File: src/rtl/ddr_init_seq.sv
module ddr_init_seq #(
  parameter int AW        = 13,
  parameter int BAW       = 2,
  parameter int T_PWRUP   = 40000,
  parameter int T_RP      = 3,
  parameter int T_MRD     = 2,
  parameter int T_RFC     = 15,
  parameter int T_DLL     = 200,
  parameter bit REF_EARLY = 1'b0
) (
  input  logic           clk,
  input  logic           rst_n,
  input  logic           pwr_ok,
  input  logic [AW-1:0]  mr_code,
  input  logic [AW-1:0]  emr_code,
  output logic           cke,
  output logic           cs_n,
  output logic           ras_n,
  output logic           cas_n,
  output logic           we_n,
  output logic [AW-1:0]  addr,
  output logic [BAW-1:0] ba,
  output logic           dq_oe,
  output logic           init_done
);
  localparam int M1   = (T_PWRUP > T_RFC) ? T_PWRUP : T_RFC;
  localparam int M2   = (T_RP > T_MRD) ? T_RP : T_MRD;
  localparam int MAXW = (M1 > M2) ? M1 : M2;
  localparam int CW   = $clog2(MAXW + 1);
  localparam int DW   = $clog2(T_DLL + 1);

  localparam logic [3:0] C_NOP = 4'b0111;
  localparam logic [3:0] C_PRE = 4'b0010;
  localparam logic [3:0] C_REF = 4'b0001;
  localparam logic [3:0] C_LMR = 4'b0000;

  localparam logic [AW-1:0] ONE  = {{(AW-1){1'b0}}, 1'b1};
  localparam logic [AW-1:0] BIT10 = ONE << 10;
  localparam logic [AW-1:0] BIT8  = ONE << 8;

  typedef enum logic [3:0] {
    S_OFF, S_PWR, S_CKE, S_PRE1, S_EMR, S_MRD, S_PRE2,
    S_AR1, S_AR2, S_MRO, S_DLL, S_DONE
  } st_t;

  st_t           st, nxt;
  logic [CW-1:0] cnt, dwell;
  logic [DW-1:0] dll_cnt;
  logic [3:0]    cmd4;
  logic          first;

  assign first = (cnt == '0);

  always_comb begin
    dwell = CW'(1);
    nxt   = st;
    case (st)
      S_PWR:  begin dwell = CW'(T_PWRUP); nxt = S_CKE;  end
      S_CKE:  begin dwell = CW'(1);       nxt = S_PRE1; end
      S_PRE1: begin dwell = CW'(T_RP);    nxt = S_EMR;  end
      S_EMR:  begin dwell = CW'(T_MRD);   nxt = S_MRD;  end
      S_MRD:  begin dwell = CW'(T_MRD);   nxt = REF_EARLY ? S_AR1 : S_PRE2; end
      S_PRE2: begin dwell = CW'(T_RP);    nxt = REF_EARLY ? S_MRO : S_AR1;  end
      S_AR1:  begin dwell = CW'(T_RFC);   nxt = S_AR2;  end
      S_AR2:  begin dwell = CW'(T_RFC);   nxt = REF_EARLY ? S_PRE2 : S_MRO; end
      S_MRO:  begin dwell = CW'(T_MRD);   nxt = S_DLL;  end
      default: ;
    endcase
  end

  always_ff @(posedge clk or negedge rst_n) begin
    if (!rst_n) begin
      st      <= S_OFF;
      cnt     <= '0;
      dll_cnt <= '0;
    end else begin
      if (st == S_MRD && first)
        dll_cnt <= DW'(1);
      else if (dll_cnt != '0 && dll_cnt != DW'(T_DLL))
        dll_cnt <= dll_cnt + 1'b1;
      case (st)
        S_OFF:  if (pwr_ok) st <= S_PWR;
        S_DLL:  if (dll_cnt == DW'(T_DLL)) st <= S_DONE;
        S_DONE: ;
        default:
          if (cnt == dwell - CW'(1)) begin
            cnt <= '0;
            st  <= nxt;
          end else begin
            cnt <= cnt + 1'b1;
          end
      endcase
    end
  end

  always_comb begin
    cmd4 = C_NOP;
    addr = '0;
    ba   = '0;
    if (first) begin
      case (st)
        S_PRE1, S_PRE2: begin cmd4 = C_PRE; addr = BIT10; end
        S_AR1, S_AR2:   cmd4 = C_REF;
        S_EMR: begin cmd4 = C_LMR; addr = emr_code; ba = BAW'(1); end
        S_MRD: begin cmd4 = C_LMR; addr = mr_code | BIT8; end
        S_MRO: begin cmd4 = C_LMR; addr = mr_code & ~BIT8; end
        default: ;
      endcase
    end
  end

  assign {cs_n, ras_n, cas_n, we_n} = cmd4;
  assign cke       = (st != S_OFF) && (st != S_PWR);
  assign dq_oe     = 1'b0;
  assign init_done = (st == S_DONE);

  logic [3:0]    last_cmd;
  logic [CW-1:0] since;

  always_ff @(posedge clk or negedge rst_n) begin
    if (!rst_n) begin
      last_cmd <= C_NOP;
      since    <= '0;
    end else if (cmd4 != C_NOP) begin
      last_cmd <= cmd4;
      since    <= CW'(1);
    end else if (since != '1) begin
      since <= since + 1'b1;
    end
  end


  rp_gap_chk: assert property (@(posedge clk) disable iff (!rst_n)
    (cmd4 != C_NOP && last_cmd == C_PRE) |-> since >= CW'(T_RP));

  mrd_gap_chk: assert property (@(posedge clk) disable iff (!rst_n)
    (cmd4 != C_NOP && last_cmd == C_LMR) |-> since >= CW'(T_MRD));

  rfc_gap_chk: assert property (@(posedge clk) disable iff (!rst_n)
    (cmd4 != C_NOP && last_cmd == C_REF) |-> since >= CW'(T_RFC));

  low_cke_nop_chk: assert property (@(posedge clk) disable iff (!rst_n)
    !cke |-> cmd4 == C_NOP);

  cke_keep_chk: assert property (@(posedge clk) disable iff (!rst_n)
    cke |=> cke);

  done_keep_chk: assert property (@(posedge clk) disable iff (!rst_n)
    init_done |=> init_done);

  done_idle_chk: assert property (@(posedge clk) disable iff (!rst_n)
    init_done |-> (cke && cmd4 == C_NOP));
endmodule

File: config.mk
export PLATFORM = sky130hd
export DESIGN_NAME = ddr_init_seq
export DESIGN_NICKNAME = d
export VERILOG_FILES = /design/src/rtl/ddr_init_seq.sv
export SDC_FILE = /design/constraint.sdc
export NUM_CORES = 1
export LEC_CHECK = 0
export CAP_MARGIN = 15
export CORE_MARGIN = 1.5
export CORE_UTILIZATION = 35
export DETAILED_ROUTE_END_ITERATION = 12
export DONT_BUFFER_PORTS = 1
export GPL_TIMING_DRIVEN = 1
export PLACE_DENSITY = 0.58
export SYNTH_ARGS = -nofsm -noshare
export SYNTH_HDL_FRONTEND = slang
export SYNTH_SLANG_ARGS = --single-unit
File: constraint.sdc
create_clock -name clk -period 3.4 [get_ports clk]
set_input_delay 0.68 -clock clk [delete_from_list [all_inputs] [get_ports clk]]
set_output_delay 0.68 -clock clk [all_outputs]
set_load 0.05 [all_outputs]
Word-level counts from Yosys, hierarchy flattened
Index checks and enable logic that the tools add are counted.
- reductions and logical operators: 15
- bitwise logic cells: 1
- $add $sub $neg: 3
- muxes and demuxes: 15
- eq/ne operators: 17
- operator list (cell ; count):
    $pmux W16 S4 ; 1
    $pmux W13 S4 ; 1
    $pmux W4 S9 ; 1
    $add A16 B1 Y16 const B ; 1
    $eq A16 B16 Y1 ; 1
    $eq A4 B3 Y1 const B ; 4
    $eq A4 B4 Y1 const B ; 4
    $logic_not A16 Y1 ; 1
    $mux W16 ; 1
    $mux W8 ; 2
    $sub A16 B1 Y16 const B ; 1
    $mux W13 ; 1
    $mux W4 ; 3
    $pmux W4 S3 ; 1
    $reduce_bool A11 Y1 ; 1
    $pmux W3 S3 ; 1
    $add A8 B1 Y8 const B ; 1
    $eq A4 B2 Y1 const B ; 2
    $eq A8 B8 Y1 const B ; 1
    $ne A8 B8 Y1 const B ; 1
    $reduce_bool A8 Y1 ; 1
    $reduce_or A3 Y1 ; 2
    $reduce_and A5 Y1 ; 1
    $eq A4 B1 Y1 const B ; 1
    11 further kinds ; 16
- register bits after elaboration: 28
- bits of input ports: 29
- output and inout port bits: 22

Longest topological paths before layout
- depth after elaboration: 7
- gate-level depth with buffers: 13
- depth with buffers taken out: 11

Worst setup path before layout
OpenSTA, ideal clock, no wires.
- path kind: reg-to-output
- from: register cnt[11]
- to: output port addr[8]
- data required time: 2720 ps
- path buffers: 0
- arrival: 2540 ps
- path slack: 180 ps
- cell stages (with the launch flop): 6
- path through: dfrtp_1 > or4_4 > nor4_1 > and3_2 > nand2_1 > nor3_1
- cells in the longest elaborated chain, start to end: 2
- RTL lines (element ; line ; text):
    start, declared ; 47 ; logic [CW-1:0] cnt, dwell;
    start signal, assigned ; 90 ; cnt <= cnt + 1'b1;
    $logic_not A16 Y1 ; 52 ; assign first = (cnt == '0);
    $mux W13 ; 100 ; if (first) begin
    end, declared ; 21 ; output logic [AW-1:0] addr,
Every way passes these cells.

Worst setup path after layout
- from: register cnt[11]
- to: output port addr[11]
The elaborated chain is that of the path after synthesis.

==> summary.md <==
| Metric | Value |
|---|---|
| Outcome | `completed` |
| Initial DRC count | `around 100` |
| Initial Util | `0.369` |
| Final hold vios | `0` |
| Worst Tran Pin Value | `approximately 0.96 ns` |
| H-Tree Depth | `1` |
| Crit. End Element | `output port` |
| Synthesized cell area | `2220 um2` |
| CP Launch Type | `register` |
| DR WL/cell | `about 15 um` |
| Largest net degree at the start of global routing | `29` |
| Final setup TNS | `0 ns` |
| Die width | `82.7 um` |
| Synth Register Bits | `28` |
| Critical path peak fanout | `13` |
| Synth-to-Final Area Change | `10.8%` |
| Power, Total | `~610 uW` |
| Count of pins over their slew limit | `0` |
| CTS tree | `done` |
| Pre-antenna DRT Iters | `4` |
| Register area share after synthesis | `0.315` |
| Core area | `approximately 6000 um2` |
| First-pass GRT wire length | `between 8000 and 9000 um` |
| Clk root buf | `clkbuf_8` |
| PD cells | `~250 nW/um2` |
| Dpl hpwl | `around 3800 um` |
| Via count | `between 1,500 and 2,000` |
| Worst slew margin | `0.354` |
| Congestion Overflow GR | `0` |
| Share of cells above drive strength 1 | `0.144` |
| Syn avg cell area | `slightly above 8 um2` |
| Unrepaired setup endpoints after global routing | `false` |
| ANT nets after route | `0` |
| Post-synth ARST share | `1.00` |
| Peak supply drop | `~0.00017 V` |
| Rows | `28` |
| Synth cell types | `50` |
| Worst Path Required | `2.72 ns` |
| CTS Buf Count | `3` |
| Fin nets | `~310` |
| Setup violators final | `0` |
| Top Ports | `51` |
| Overall routing resource usage | `0.161` |
| Fillers | `between 600 and 700` |
| PnR worst setup slack | `between 0.2 and 0.3 ns` |
| Final WL | `~5400 um` |
| Post-synth EDFFs | `0` |
| Most common cell after layout, fill and taps aside | `nor2_1` |
| Initial antenna violation count | `0` |
| Kind of critical path | `register to output port` |
| Fin Clk Skew | `0.00593 ns` |
| Logic gate share of total power | `0.014` |
| Fin area | `roughly 2500 um2` |
| Top cells by area, synth | `dfrtp_1 (31%), xnor2_1 (5.5%), nor2_1 (4.9%)` |
| Synth warn | `0` |
| Net Sw Frac | `0.199` |
| Routed vias/inst | `approximately 5.6` |
| Residual DRC | `0` |
| Share of the synthesized area in the top cell type | `0.315` |
| Clock Latency Late Sink | `0.28 ns` |
| Resized cells post-CTS | `0` |
| Hold Crit Class | `input port to asynchronous set/reset pin` |
| Diodes inserted | `0` |
| Die Span Y | `82.7 um` |
| CTS clk-pin slew, worst paths | `roughly 0.1 ns` |
| Register share of total power | `0.543` |
| Most used flip-flop cell after synthesis | `dfrtp_1` |
| Worst Path Arrival | `roughly 2.4 ns` |
| Most frequent cells in the layout | `nor2_1 (29), dfrtp_1 (28), buf_4 (23)` |
| Clock power frac | `0.444` |
| Input/output buffers | `0` |
| Clock Tree Buf Depth | `2` |
| Post-synthesis cell count | `270` |
| Leakage | `1.03 nW` |
| Setup WS pre-CTS | `about 0.44 ns` |
| Design internal power | `slightly below 500 uW` |
| Post-CTS setup repair buffer count | `0` |
| Clk sinks | `28` |
| Routability Congestion | `0.954` |
| Vias in the first global route | `1,772` |
| Dpl cells | `348` |
| Min cycle time layout | `~3.1 ns` |
| Tcrit/Tclk final | `0.913` |
| Die area | `between 6000 and 7000 um2` |
| Finished Layout Cells | `about 350` |
| Dpl cell area | `~2400 um2` |
| CTS Hold Bufs | `0` |
| Post-synth top area cell | `dfrtp_1` |
| Peak Freq | `around 320 MHz` |
| Max-capacitance violation count | `0` |
| Sw power | `around 120 uW` |
final timing paths:
kind,from,to,slack (ns),depth (start not counted)
worst max-delay path,cnt[11]$_DFFE_PN0N_,addr[11],0.30,6
worst min-delay path,rst_n,cnt[5]$_DFFE_PN0N_,0.07,0
max in group asynchronous,rst_n,dll_cnt[3]$_DFFE_PN0P_,3.24,0
worst min register to register,cnt[9]$_DFFE_PN0N_,cnt[9]$_DFFE_PN0N_,0.50,1
worst max register to register,st[2]$_DFFE_PN0P_,st[3]$_DFFE_PN0P_,0.31,10
min in group clk,cnt[9]$_DFFE_PN0N_,cnt[9]$_DFFE_PN0N_,0.50,1
per-stage QoR:
stage	utilization	hold slack, ns
final	0.409	0.0738
after global routing	0.409	0.0553
after CTS	0.409	0.0697
after detailed placement	0.397	0.385
after global placement	0.397	0.385
after floorplan	-	0.384
registers in the layout (all words and copies together), names as in the netlist:
name and count:
st 4, dll_cnt 8, cnt 16
worst max-delay path: stages (launching register included):
cell and delay, ns:
dfrtp_1 0.43, or4_4 0.56, nor4_1 0.30, and3_2 0.31, nand2_2 0.18, nor2_1 0.15, buf_4 0.21
cells in the mapped netlist (all sizes together), types with 7 or more instances:
| cell | instances |
|---|---|
| ha | 7 |
| o21ai | 7 |
| a22oi | 11 |
| buf | 16 |
| dfrtp | 28 |
| nand3 | 11 |
| nor2 | 30 |
| xnor2 | 14 |
| nand2 | 18 |
| a21oi | 17 |
| nor3 | 14 |
| xor2 | 12 |
metal layers:
layer | track usage | share of wire
met3 | 0.0231 | 0.037
met5 | 0 | 0
met4 | 0.0333 | 0.0058
met2 | 0.272 | 0.49
met1 | 0.218 | 0.47
power by group through the flow:
stage               sequential (mW)  combinational (mW)  clock (mW)
finish                        0.333             0.00839       0.272
global route                  0.333             0.00876       0.292
CTS                           0.333             0.00829       0.281
detailed placement            0.339             0.00827           0
global placement              0.339             0.00818           0
floorplan                     0.339              0.0108           0
cells by family after synthesis:
kind of cell	after synthesis	synth area share
flip-flops	28	0.315
other	1	0.00169
multiplexers	2	0.00956
AND/OR/NAND/NOR	123	0.309
adder cells (fa/ha/maj)	7	0.0394
XOR/XNOR	26	0.102
buffers and inverters	28	0.0585
AO/OA/AOI/OAI	55	0.164
layout make-up:
class                   count  area [um2]  area share
repair buffers             23         173      0.0701
multi-input cells         216        1400       0.570
inverters                   6        22.5     0.00914
clock buffers               3        41.3      0.0168
clock inverters             1        30.0      0.0122
well taps                  75        93.8      0.0381
flip-flops and latches     28         701       0.284
No activity file was read; power rests on OpenSTA's default activity.
